--- src/rtl/flag_mgr_pkg.sv ---
package flag_mgr_pkg;

  localparam int unsigned CTRL_W = 8;
  typedef logic [CTRL_W-1:0] ctrl_byte_t;

  localparam ctrl_byte_t CMD_PORST_CLR = 8'h00;
  localparam ctrl_byte_t CMD_PDOWN     = 8'h20;
  localparam ctrl_byte_t CMD_DIAG      = 8'h08;
  localparam ctrl_byte_t CMD_MEMTEST   = 8'h04;

  // sticky flag slots
  localparam int unsigned F_SAT    = 0;
  localparam int unsigned F_CKS    = 1;
  localparam int unsigned F_ALM    = 2;
  localparam int unsigned F_FRME   = 3;
  localparam int unsigned N_STICKY = 4;

  function automatic int unsigned dly_cycles(longint unsigned clk_hz, int unsigned ns);
    longint unsigned c;
    c = (clk_hz * 64'(ns) + 64'd999_999_999) / 64'd1_000_000_000;
    if (c < 64'd1) c = 64'd1;
    return 32'(c);
  endfunction

endpackage

--- src/rtl/sticky_flag.sv ---
module sticky_flag (
  input  logic clk_i,
  input  logic rst_ni,
  input  logic set_i,
  input  logic clr_i,
  output logic q_o
);

  always_ff @(posedge clk_i or negedge rst_ni) begin
    if (!rst_ni)     q_o <= 1'b0;
    else if (set_i)  q_o <= 1'b1;
    else if (clr_i)  q_o <= 1'b0;
  end

  p_set_wins_r8: assert property (@(posedge clk_i) disable iff (!rst_ni)
    set_i |=> q_o);

  p_clr_only_r8: assert property (@(posedge clk_i) disable iff (!rst_ni)
    (clr_i && !set_i) |=> !q_o);

endmodule

--- src/rtl/porst_ctrl.sv ---
module porst_ctrl #(
  parameter longint unsigned CLK_HZ     = 125_000_000,
  parameter int unsigned     CLR_DLY_NS = 300
) (
  input  logic clk_i,
  input  logic rst_ni,
  input  logic uv_det_i,
  input  logic clr_req_i,
  output logic porst_o
);

  localparam int unsigned DlyCyc = flag_mgr_pkg::dly_cycles(CLK_HZ, CLR_DLY_NS);
  localparam int unsigned CntW   = $clog2(DlyCyc + 1);

  logic            porst_q;
  logic            pend_q;
  logic [CntW-1:0] cnt_q;

  always_ff @(posedge clk_i or negedge rst_ni) begin
    if (!rst_ni) begin
      porst_q <= 1'b1;
      pend_q  <= 1'b0;
      cnt_q   <= '0;
    end else if (uv_det_i) begin
      // set beats any clear, pending or new
      porst_q <= 1'b1;
      pend_q  <= 1'b0;
      cnt_q   <= '0;
    end else if (clr_req_i && porst_q) begin
      pend_q  <= 1'b1;
      cnt_q   <= CntW'(DlyCyc);
    end else if (pend_q) begin
      if (cnt_q == CntW'(1)) begin
        porst_q <= 1'b0;
        pend_q  <= 1'b0;
      end else begin
        cnt_q <= cnt_q - 1'b1;
      end
    end
  end

  assign porst_o = porst_q;

  p_porst_rise_r2: assert property (@(posedge clk_i) disable iff (!rst_ni)
    $rose(porst_q) |-> $past(uv_det_i));

  p_porst_fall_r3: assert property (@(posedge clk_i) disable iff (!rst_ni)
    $fell(porst_q) |-> $past(pend_q));

  p_uv_wins_r8: assert property (@(posedge clk_i) disable iff (!rst_ni)
    uv_det_i |=> (porst_q && !pend_q));

endmodule

--- src/rtl/ctrl_decode.sv ---
module ctrl_decode
  import flag_mgr_pkg::*;
(
  input  logic       clk_i,
  input  logic       rst_ni,
  input  logic       wr_i,
  input  ctrl_byte_t data_i,
  input  logic       sw_rst_i,
  output logic       porst_clr_o,
  output logic       pdown_o,
  output logic       diag_o,
  output logic       mem_o
);

  logic pdown_set;

  assign porst_clr_o = wr_i && (data_i == CMD_PORST_CLR);
  assign pdown_set   = wr_i && (data_i == CMD_PDOWN);

  always_ff @(posedge clk_i or negedge rst_ni) begin
    if (!rst_ni) begin
      pdown_o <= 1'b0;
      diag_o  <= 1'b0;
      mem_o   <= 1'b0;
    end else begin
      diag_o <= wr_i && (data_i == CMD_DIAG);
      mem_o  <= wr_i && (data_i == CMD_MEMTEST);
      if (pdown_set)     pdown_o <= 1'b1;
      else if (sw_rst_i) pdown_o <= 1'b0;
    end
  end

  p_diag_src_r10: assert property (@(posedge clk_i) disable iff (!rst_ni)
    $rose(diag_o) |-> $past(wr_i));

  p_pulse_excl_r10: assert property (@(posedge clk_i) disable iff (!rst_ni)
    $onehot0({diag_o, mem_o}));

  p_pdown_hold_r10: assert property (@(posedge clk_i) disable iff (!rst_ni)
    (pdown_o && !sw_rst_i) |=> pdown_o);

endmodule

--- src/rtl/stat_flag_mgr.sv ---
module stat_flag_mgr
  import flag_mgr_pkg::*;
#(
  parameter int unsigned     NUM_AXES   = 3,
  parameter longint unsigned CLK_HZ     = 125_000_000,
  parameter int unsigned     CLR_DLY_NS = 300
) (
  input  logic                clk_i,
  input  logic                rst_ni,
  input  logic                uv_det_i,
  input  logic                sw_rst_i,
  input  logic [NUM_AXES-1:0] sat_axis_i,
  input  logic                stc_alarm_i,
  input  logic                sts_alarm_i,
  input  logic                cksum_pass_i,
  input  logic                cksum_fail_i,
  input  logic                frm_err_i,
  input  logic                frm_ok_i,
  input  logic                ctrl_wr_i,
  input  logic [7:0]          ctrl_wdata_i,
  input  logic                int_stat_rd_i,
  output logic                porst_o,
  output logic                st_o,
  output logic                sat_o,
  output logic                frme_o,
  output logic                pdown_o,
  output logic                diag_start_o,
  output logic                memtest_start_o
);

  logic [N_STICKY-1:0] set_v, clr_v, q_v;
  logic                porst_clr;

  always_comb begin
    set_v         = '0;
    clr_v         = '0;
    set_v[F_SAT]  = |sat_axis_i;
    clr_v[F_SAT]  = int_stat_rd_i | sw_rst_i;
    set_v[F_CKS]  = cksum_fail_i;
    clr_v[F_CKS]  = cksum_pass_i | sw_rst_i;
    set_v[F_ALM]  = stc_alarm_i | sts_alarm_i;
    clr_v[F_ALM]  = int_stat_rd_i | sw_rst_i;
    set_v[F_FRME] = frm_err_i;
    clr_v[F_FRME] = frm_ok_i | sw_rst_i;
  end

  for (genvar i = 0; i < N_STICKY; i++) begin : g_flag
    sticky_flag u_flag (
      .clk_i  (clk_i),
      .rst_ni (rst_ni),
      .set_i  (set_v[i]),
      .clr_i  (clr_v[i]),
      .q_o    (q_v[i])
    );
  end

  ctrl_decode u_dec (
    .clk_i       (clk_i),
    .rst_ni      (rst_ni),
    .wr_i        (ctrl_wr_i),
    .data_i      (ctrl_wdata_i),
    .sw_rst_i    (sw_rst_i),
    .porst_clr_o (porst_clr),
    .pdown_o     (pdown_o),
    .diag_o      (diag_start_o),
    .mem_o       (memtest_start_o)
  );

  porst_ctrl #(
    .CLK_HZ     (CLK_HZ),
    .CLR_DLY_NS (CLR_DLY_NS)
  ) u_porst (
    .clk_i     (clk_i),
    .rst_ni    (rst_ni),
    .uv_det_i  (uv_det_i),
    .clr_req_i (porst_clr),
    .porst_o   (porst_o)
  );

  assign sat_o  = q_v[F_SAT];
  assign st_o   = q_v[F_CKS] | q_v[F_ALM];
  assign frme_o = q_v[F_FRME];

  p_sat_set_r4: assert property (@(posedge clk_i) disable iff (!rst_ni)
    (|sat_axis_i) |=> sat_o);

  p_sat_hold_r4: assert property (@(posedge clk_i) disable iff (!rst_ni)
    (sat_o && !int_stat_rd_i && !sw_rst_i) |=> sat_o);

  p_st_cks_r5: assert property (@(posedge clk_i) disable iff (!rst_ni)
    cksum_fail_i |=> st_o);

  p_st_alm_r6: assert property (@(posedge clk_i) disable iff (!rst_ni)
    (stc_alarm_i || sts_alarm_i) |=> st_o);

  p_st_fall_r6: assert property (@(posedge clk_i) disable iff (!rst_ni)
    $fell(st_o) |-> $past(cksum_pass_i || int_stat_rd_i || sw_rst_i));

  p_frme_set_r7: assert property (@(posedge clk_i) disable iff (!rst_ni)
    frm_err_i |=> frme_o);

  p_sw_keep_porst_r9: assert property (@(posedge clk_i) disable iff (!rst_ni)
    (sw_rst_i && !uv_det_i && !porst_clr) |=> $stable(porst_o));

endmodule

--- config.mk ---
export PLATFORM = sky130hd
export DESIGN_NAME = stat_flag_mgr
export DESIGN_NICKNAME = d
export VERILOG_FILES = /design/src/rtl/flag_mgr_pkg.sv /design/src/rtl/sticky_flag.sv /design/src/rtl/porst_ctrl.sv /design/src/rtl/ctrl_decode.sv /design/src/rtl/stat_flag_mgr.sv
export SDC_FILE = /design/constraint.sdc
export NUM_CORES = 1
export LEC_CHECK = 0
export CAP_MARGIN = 10
export CORE_UTILIZATION = 41
export DETAILED_ROUTE_END_ITERATION = 7
export HOLD_SLACK_MARGIN = 0.1
export MAX_ROUTING_LAYER = met4
export PLACE_DENSITY = 0.77
export RECOVER_POWER = 50
export SLEW_MARGIN = 20
export SYNTH_ARGS = -nofsm -noshare
export SYNTH_HDL_FRONTEND = slang
export SYNTH_SLANG_ARGS = --single-unit
--- constraint.sdc ---
create_clock -name clk_i -period 2.2 [get_ports clk_i]
set_clock_uncertainty 0.05 [all_clocks]
set_input_delay 0.33 -clock clk_i [delete_from_list [all_inputs] [get_ports clk_i]]
set_output_delay 0.33 -clock clk_i [all_outputs]
set_load 0.005 [all_outputs]
== Word level (Yosys, flattened, before mapping) ==
Index checks and enable logic that the tools add are counted.

* Output and inout port bits: 7
* Word-level logic and storage cells: 60
* Input bits: 23
* Flip-flop bits (word level): 15

* $add $sub $neg: 1
* Equal/unequal tests: 6
* Bitwise operators: 5
* Reduce and logical (&&, ||, !) cells: 17
* Mux-type cells: 21

{| class="wikitable"
|+ Operators by type and width
! operator !! count
|-
| 6-bit two-way mux || 4
|-
| 1-bit two-way mux || 17
|-
| 2-bit nonzero test || 7
|-
| 8-bit by 3-bit equality test with 1-bit output (second input constant) || 1
|-
| 8-bit by 4-bit equality test with 1-bit output (second input constant) || 1
|-
| 8-bit by 6-bit equality test with 1-bit output (second input constant) || 1
|-
| 8-bit zero test || 1
|-
| 6-bit by 1-bit equality test with 1-bit output (second input constant) || 1
|-
| 6-bit by 1-bit subtractor with 6-bit output (second input constant) || 1
|-
| 1-bit logical AND || 5
|-
| 1-bit bitwise OR || 5
|-
| 3-bit by 2-bit inequality test with 1-bit output (second input constant) || 1
|-
| 3-bit AND reduction || 1
|-
| 3-bit nonzero test || 1
|-
| 3-bit OR reduction || 1
|-
| 2-bit inequality test (second input constant) || 1
|-
| 2-bit AND reduction || 1
|}

== Longest topological paths before layout ==
Gate-level depths: netlist of the first run.

* Depth after elaboration: 5
* Depth in mapped cells: 6
* Depth with buffers taken out: 6

== By module ==
From an unflattened synthesis of the first run, not the netlist that was laid out.

* Cell total of the unflattened synthesis: 72
* Area, all modules: 765.7 um2

{| class="wikitable"
|+ By module, submodules not included
! module !! cells each !! area an instance (um2) !! instances !! sequential area each (um2)
|-
| porst_ctrl || 41 || 430.4 || 1 || 201.4
|-
| ctrl_decode || 13 || 152.6 || 1 || 75.1
|-
| sticky_flag || 3 || 36.3 || 4 || 25.0
|-
| stat_flag_mgr || 6 || 37.5 || 1 || 0.0
|}

== Worst setup path before layout of the first run ==
OpenSTA, ideal clock, no wires.

* Kind: register -> register
* Start point: register u_porst.cnt_q[0]
* End point: register u_porst.cnt_q[4]
* Cell stages (with the launch flop): 7
* Arrival time: 1429 ps
* Data required time: 2056 ps
* Clock period less this slack: 1573 ps
* Path buffers: 0
* Path slack: 627 ps
* Setup time: 94 ps
* Cells stage by stage: dfrtp_1 > inv_1 > ha_1 > nand2_1 > or3_1 > or3_1 > a211oi_1

* Word-level cells in the longest chain between the ends: 5
* Elaborated cells between the ends (all ways): 8
* Those cells by class: add/sub (1); eq/ne (2); mux (4); reduce/logical (1)

{| class="wikitable"
|+ Ends and longest elaborated chain
! element !! line !! RTL
|-
| start, declared || porst_ctrl.sv:17 || <nowiki>logic [CntW-1:0] cnt_q;</nowiki>
|-
| start signal, assigned || porst_ctrl.sv:31 || <nowiki>cnt_q <= CntW'(DlyCyc);</nowiki>
|-
| start signal, assigned || porst_ctrl.sv:37 || <nowiki>cnt_q <= cnt_q - 1'b1;</nowiki>
|-
| 6-bit by 1-bit subtractor with 6-bit output || porst_ctrl.sv:37 ||
|-
| 6-bit two-way mux || porst_ctrl.sv:33 || <nowiki>if (cnt_q == CntW'(1)) begin</nowiki>
|-
| 6-bit two-way mux || porst_ctrl.sv:32 || <nowiki>end else if (pend_q) begin</nowiki>
|-
| 6-bit two-way mux || porst_ctrl.sv:29 || <nowiki>end else if (clr_req_i && porst_q) begin</nowiki>
|-
| 6-bit two-way mux || porst_ctrl.sv:24 || <nowiki>end else if (uv_det_i) begin</nowiki>
|}

Several ways; a longest one is shown, not always the timed one. The select of a mux whose other input is x is not followed.
A chain may end at the register's enable or synchronous reset.

== Final worst setup path of the first run ==
* Start point: register g_flag[2].u_flag.q_o
* End point: output st_o

* Word-level cells in the longest chain between the ends: 1

{| class="wikitable"
|+ Ends and longest elaborated chain
! element !! line !! RTL
|-
| start, declared || sticky_flag.sv:6 || <nowiki>output logic q_o</nowiki>
|-
| start signal, assigned || sticky_flag.sv:10 || <nowiki>if (!rst_ni) q_o <= 1'b0;</nowiki>
|-
| start signal, assigned || sticky_flag.sv:11 || <nowiki>else if (set_i) q_o <= 1'b1;</nowiki>
|-
| start signal, assigned || sticky_flag.sv:12 || <nowiki>else if (clr_i) q_o <= 1'b0;</nowiki>
|-
| 1-bit bitwise OR || stat_flag_mgr.sv:81 || <nowiki>assign st_o = q_v[F_CKS] | q_v[F_ALM];</nowiki>
|-
| end, declared || stat_flag_mgr.sv:23 || <nowiki>output logic st_o,</nowiki>
|}

Every way passes these cells.

==> results.md, run 1 <==
* Initial antenna violation count at 0
* Period utilization at 80.55%
* Drt via density at 5.233
* Drc violations at 0
* Largest net degree at the start of global routing at 16
* Final Hold Fails at 0
* Final setup viols at 0
* Share of cells above drive strength 1 at 10.42%
* CTS tree: yes
* H-Tree Depth at 1
* CP max FO at 2
* Post-synthesis sequential area ratio at 50.84%
* Final Critical Period at 1772 ps
* Total grt overflow at 0
* Final Max Slew Viols at 0
* Core Area at 0.001594 mm^2
* CP Capture Type: output pin
* CTS Root Cell: clkbuf_4
* Post-CTS Resized at 0
* Maxcap violations at 0
* Setup bufs post-CTS at 0
* I/O pin total at 30
* Fin cells at 120
* Initial core utilization at 46.47%
* Yosys warning total at 0
* Relative slew slack at 54.74%
* Vias in the first global route at 604
* Max Buffers Root-to-Sink at 2
* Clk slew on worst S/H paths at 90 ps
* Final wirelength at 1622 um
* # nets final at 122
* Die Y at 44.51 um
* First-pass GRT wire length at 2546 um
* Hold WC Path Type: reg -> reg
* Post-synth cell types at 34
* CTS Sinks at 15
* Worst-skew pair later-pin latency at 280 ps
* Flops & latches, synth at 15
* Hold-fix buffers, CTS at 0
* Placed cells at 116
* Synthesized net count at 89
* Maximum vdd drop at 0.3992 mV
* Most frequent cells in the layout: 27 x clkdlybuf4s50_1, 14 x dfrtp_1, 4 x nand2_1, 4 x or3_1
* Commonest non-fill, non-tap cell in the layout: clkdlybuf4s50_1
* Area growth syn-to-layout at 46.28%
* Syn Std Cell Area at 740.7 um^2
* Startpoint types: flop
* Site Rows at 14
* Fmax at 564.3 MHz
* Worst-margin pin slew at 676.7 ps
* Critical path class: reg -> out
* GRT Util Overall at 18.95%
* Status: complete, no violations
* Via count at 628
* Avg Cell Area, Syn at 11.57 um^2
* GP Congestion at 0.7756
* Initial detailed-routing violation count at 8
* TritonCTS buffer count at 3
* Arrival time of the worst setup path at 1390 ps
* Post-route ant nets at 0
* Drt pass-1 iters at 4
* Port Buffers at 29
* CP Launch Point: g_flag[2].u_flag.q_o$_DFFE_PN0P_
* Worst R2R Start: u_porst.cnt_q[1]$_DFFE_PN0P_
* Routed len/inst at 13.52 um
* Setup_tns at 0 ps
* WP data required at 1820 ps
* ANT cells at 0
* RSZ-0062 raised after global routing: false
* Die X at 44.51 um
* Die area at 0.001981 mm^2
* Min-delay src: g_flag[2].u_flag.q_o$_DFFE_PN0P_
* P per Cell Area at 465.2 mW/mm^2
* Synth Instances at 64
* Leakage Power at 0.0004218 uW
## critical path: stages, from the launching register on
cell             delay [ps]
dfrtp_1                 380
or2_2                   290
clkdlybuf4s50_1         440
## registers in the layout, summed over array words and instances, names as in the netlist
| register | flops |
|---|---|
| u_porst.cnt_q | 6 |
| u_porst.porst_o | 1 |
| u_dec.diag_o | 1 |
| u_dec.mem_o | 1 |
| u_dec.pdown_o | 1 |
| g_flag.u_flag.q_o | 4 |
| u_porst.pend_q | 1 |
## routing by layer
metal / track usage [%] / vias up / share of wire, %
li1: - / 302 / -
met1: 19.23 / 309 / 41
met2: 33.24 / 15 / 55
met3: 6.122 / 2 / 3.9
met4: 7.879 / 0 / 0.55
met5: - / - / 0
## cells by family (layout without fill, tap and decap cells)
kind of cell / count (synthesis) / in the layout / synth area share [%]
AO/OA/AOI/OAI: 13 / 13 / 14.87
XOR/XNOR: 1 / 1 / 1.183
multiplexers: 2 / 2 / 2.872
adder cells (fa/ha/maj): 2 / 2 / 3.378
AND/OR/NAND/NOR: 27 / 27 / 24.83
flip-flops: 15 / 15 / 50.85
buffers and inverters: 4 / 36 / 2.026
## power breakdown
| part | internal (uW) | switching (uW) | total, uW |
|---|---|---|---|
| Combinational | 45.2 | 22.2 | 67.4 |
| Sequential | 280 | 2.65 | 283 |
| Clock | 70.4 | 83.4 | 154 |
| Total | 396 | 108 | 504 |
## stage by stage
step                      cell area (um^2)  hold slack (ps)  worst slack (ps)  util (%)  power (uW)
after global placement                1057            412.8             206.5     66.33       355.2
after detailed placement              1057            423.8             129.1     66.33       356.9
after global routing                  1084            455.5             321.4     67.97       528.0
after CTS                             1084            410.9             408.8     67.97       515.6
final                                 1084            443.1             427.8     67.97       504.1
after floorplan                      740.7           -15.59             626.8         -       301.4
## cell usage after synthesis
cell type | n | area (um^2)
mux2i_1 | 1 | 10.01
nor3_1 | 2 | 10.01
a211o_1 | 1 | 8.760
and4b_4 | 1 | 13.76
a31oi_1 | 1 | 6.260
or3_1 | 4 | 25.02
inv_1 | 3 | 11.26
o32ai_1 | 1 | 8.760
buf_1 | 1 | 3.750
nand3b_1 | 2 | 15.01
nor2b_1 | 2 | 12.51
a21oi_1 | 3 | 15.01
nand2b_1 | 1 | 6.260
a211oi_1 | 1 | 7.510
or4b_1 | 1 | 10.01
nand2_1 | 4 | 15.01
ha_1 | 2 | 25.02
or4_4 | 1 | 11.26
a21o_1 | 2 | 15.01
a2111o_1 | 1 | 11.26
nor3_4 | 1 | 16.27
o41ai_2 | 1 | 16.27
o22a_1 | 1 | 8.760
nor4_1 | 1 | 6.260
a211oi_2 | 1 | 12.51
and4b_1 | 1 | 10.01
dfrtp_1 | 14 | 350.3
xnor2_1 | 1 | 8.760
or2_2 | 1 | 6.260
nor2_1 | 3 | 11.26
dfstp_2 | 1 | 26.28
mux2_1 | 1 | 11.26
and3_1 | 1 | 6.260
nand4b_1 | 1 | 8.760
## layout make-up
class	instances	area [um^2]
tap	24	30.03
inverter	3	11.26
clock buffer	4	26.28
multi-input combinational	45	349.1
sequential	15	376.6
fill	124	510.5
timing repair buffer	29	290.3
## path summary, 6_finish.rpt
path,slack [ps],cells after the start,endpoint
max in group asynchronous,1200,1,u_dec.pdown_o$_DFFE_PN0P_
worst min register to register,440,1,g_flag[2].u_flag.q_o$_DFFE_PN0P_
worst max-delay path,430,2,st_o
worst min-delay path,440,1,g_flag[2].u_flag.q_o$_DFFE_PN0P_
worst max register to register,480,6,u_porst.cnt_q[1]$_DFFE_PN0P_
min in group asynchronous,470,1,u_porst.cnt_q[0]$_DFFE_PN0P_
Power figures use the tool's default switching activity.
==> run 2, diff against run 1 <==
==> constraint.sdc (replaced) <==
create_clock -name clk_i -period 1.68 [get_ports clk_i]
set_clock_uncertainty 0.05 [all_clocks]
set_input_delay 0.252 -clock clk_i [delete_from_list [all_inputs] [get_ports clk_i]]
set_output_delay 0.252 -clock clk_i [all_outputs]
set_load 0.005 [all_outputs]
==> run 2 against run 1 <==
Effect of this change: the flow now finishes with violations (setup timing); via count rose by 12%; non-clock buffer count rose by 14; global-route usage rose by 1.7 points; critical path depth rose by 4; total power rose by 34%; cell count rose by 12%; hold slack got worse by 180 ps; worst setup slack got worse by 460 ps; sequential power rose by 31%; register-to-register slack got worse by 510 ps; critical endpoint is now u_porst.cnt_q[4]$_DFFE_PN0P_; largest cell class is now multi-input combinational cells; largest power group unchanged.
==> results.md, run 2 (same netlist as run 1, synthesis figures left out) <==
* Status: finished with violations
* Violated checks: setup timing
* Buf/Inv on CP at 1 (unchanged)
* GRT Util Overall at 20.65% (+1.7 points)
* Worst-path cell chain: inv_2 > ha_4 > nand2_4 > or3_4 > or3_4 > a211oi_2
* Arrival time of the worst setup path at 1860 ps (+470 ps)
* # nets final at 136 (+11%)
* CP max FO at 3 (+1)
* Family with the most delay on the worst path: simple AND/OR/NAND/NOR gates
* Crit path depth at 6 (+4)
* Vias in the first global route at 644 (+6.6%)
* CP max stage cell: dfrtp_1
* Clock share of power at 30.3% (-0.2 points)
* Period utilization at 101.9%
* Final Hold Fails at 0 (unchanged)
* WP data required at 1830 ps (about the same)
* Worst slack at placement at -241.7 ps (-370.9 ps)
* ANT cells at 0 (unchanged)
* Initial antenna violation count at 0 (unchanged)
* Final wirelength at 2107 um (+30%)
* Biggest register: u_porst.cnt_q
* Critical path class: reg -> reg
* Port Buffers at 29 (unchanged)
* Leakage Power at 0.0005388 uW (+28%)
* Top cell by count, worst path: or3_4
* Sw frac at 22.26% (+0.79 points)
* Drt pass-1 iters at 4 (unchanged)
* Largest net degree at the start of global routing at 16 (unchanged)
* Area growth syn-to-layout at 71.45%
* Max Buffers Root-to-Sink at 2 (unchanged)
* Relative slew slack at 46.11% (-8.6 points)
* Hold WC Path Type: in -> reg
* Max incr delay on CP at 430 ps (about the same)
* Sw Pwr at 149.8 uW (+38%)
* Site Rows at 14 (unchanged)
* Final Critical Period at 1712 ps
* P per Cell Area at 530.1 mW/mm^2 (+14%)
* First-pass GRT wire length at 2835 um (+11%)
* Post-DP HPWL at 1305 um
* Via count at 703 (+12%)
* Hold-fix buffers, CTS at 0 (unchanged)
* Maximum vdd drop at 0.6531 mV (+64%)
* TritonCTS buffer count at 3 (unchanged)
* RSZ-0062 raised after global routing: true
* WHS at 259.2 ps (-183.9 ps)
* Fmax at 584.2 MHz
* Commonest non-fill, non-tap cell in the layout: clkdlybuf4s50_1
* PnR worst setup slack at -31.79 ps (-459.6 ps)
* Final setup viols at 2 (+2)
* Worst-margin pin slew at 808.4 ps (+131.7 ps)
* Initial core utilization at 46.47% (unchanged)
* Internal power at 523.3 uW (+32%)
* H-Tree Depth at 1 (unchanged)
* Die Y at 44.51 um (unchanged)
* CTS tree: yes
* CP Capture Type: flop
* GP Congestion at 0.7750 (about the same)
* Number of flip-flops in the largest register at 6 (unchanged)
* Die area at 0.001981 mm^2 (unchanged)
* Startpoint types: flop
* Routed len/inst at 15.72 um (+16%)
* Share of cells above drive strength 1 at 34.55% (+24 points)
* CTS Root Cell: clkbuf_4
* Drc violations at 0 (unchanged)
* Flop pwr share at 55.1% (-1.0 points)
* Core Area at 0.001594 mm^2 (unchanged)
* Combinational share of power at 14.6% (+1.2 points)
* R2R depth at 6 (unchanged)
* Clk slew on worst S/H paths at 90 ps (about the same)
* Total grt overflow at 0 (unchanged)
* Drt via density at 5.246 (+0.25%)
* CTS Sinks at 15 (unchanged)
* Post-route ant nets at 0 (unchanged)
* Die X at 44.51 um (unchanged)
* Final Max Slew Viols at 0 (unchanged)
* Maxcap violations at 0 (unchanged)
* Most frequent cells in the layout: 23 x clkdlybuf4s50_1, 13 x dfrtp_1, 13 x buf_4
* Worst-skew pair later-pin latency at 280 ps (about the same)
* Largest registers: u_porst.cnt_q x6, g_flag.u_flag.q_o x4
* Hold Path Stages at 3 (+2)
* I/O pin total at 30 (unchanged)
* Initial detailed-routing violation count at 13 (+5)
run 2: changes by cell type in the layout (fill, tap and decap cells not counted), sizes merged:
cell / change
buf: +13
clkdlybuf4s50: -4
dlymetal6s2s: +3
clkbuf: +1
dlygate4sd2: +1
run 2: power by group through the flow:
stage          Sequential, uW  Combinational (uW)  Clock, uW
2_1_floorplan             377                17.6          0
4_1_cts                   371                97.8        210
3_3_place_gp              377                93.7          0
6_report                  371                98.0        204
3_5_place_dp              378                95.2          0
5_1_grt                   372                 105        225
run 2: area by class of cell:
type	instances	area (um^2)
Tap cell	24	30.03
Clock buffer	4	26.28
Timing Repair Buffer	43	397.9
Multi-Input combinational cell	45	426.7
Sequential cell	15	377.9
Inverter	3	11.26
Fill cell	93	324.1
run 2: path summary, 6_finish.rpt:
check                                              endpoint                              from  slack, ps
setup / recovery               u_porst.cnt_q[4]$_DFFE_PN0P_      u_porst.cnt_q[0]$_DFFE_PN0P_        -30
hold / removal                    u_dec.pdown_o$_DFFE_PN0P_                   ctrl_wdata_i[7]        260
setup reg to reg               u_porst.cnt_q[4]$_DFFE_PN0P_      u_porst.cnt_q[0]$_DFFE_PN0P_        -30
hold reg to reg            g_flag[1].u_flag.q_o$_DFFE_PN0P_  g_flag[1].u_flag.q_o$_DFFE_PN0P_        440
max in group asynchronous          u_porst.pend_q$_DFF_PN0_                            rst_ni        490
min in group asynchronous      u_porst.cnt_q[0]$_DFFE_PN0P_                            rst_ni        540
run 2: stage by stage:
| stage | instance area, um^2 | utilization, % | instances | setup TNS, ps | power (uW) |
|---|---|---|---|---|---|
| after CTS | 1159 | 72.68 | 129 | 0 | 678.8 |
| after detailed placement | 1102 | 69.15 | 122 | -1762 | 472.9 |
| after global routing | 1270 | 79.67 | 134 | -209.8 | 702.5 |
| after global placement | 1102 | 69.15 | 122 | -1596 | 470.7 |
| after floorplan | 740.7 | - | 64 | 0 | 394.7 |
| final | 1270 | 79.67 | 134 | -34.57 | 673.2 |
run 2: per-layer routing:
| metal | track usage (%) | routed length, um |
|---|---|---|
| met1 | 23.45 | 840 |
| met2 | 34.12 | 1153 |
| met3 | 7.755 | 113 |
| met4 | 5.455 | 0 |
| met5 | - | 0 |
run 2: timing repair:
action                                  4_1_cts  5_1_grt
pin swaps                                     2        9
gates resized for setup                       6       17
endpoints found under the setup margin        3        7
buffers inserted                              3        5
run 2: worst reg2reg max path, delay by kind of cell, from the launching register on:
family / cells / cell delay [ps]
flip-flops: 1 / 430
AO/OA/AOI/OAI: 1 / 210
buffers and inverters: 1 / 100
adder cells (fa/ha/maj): 1 / 140
AND/OR/NAND/NOR: 3 / 690
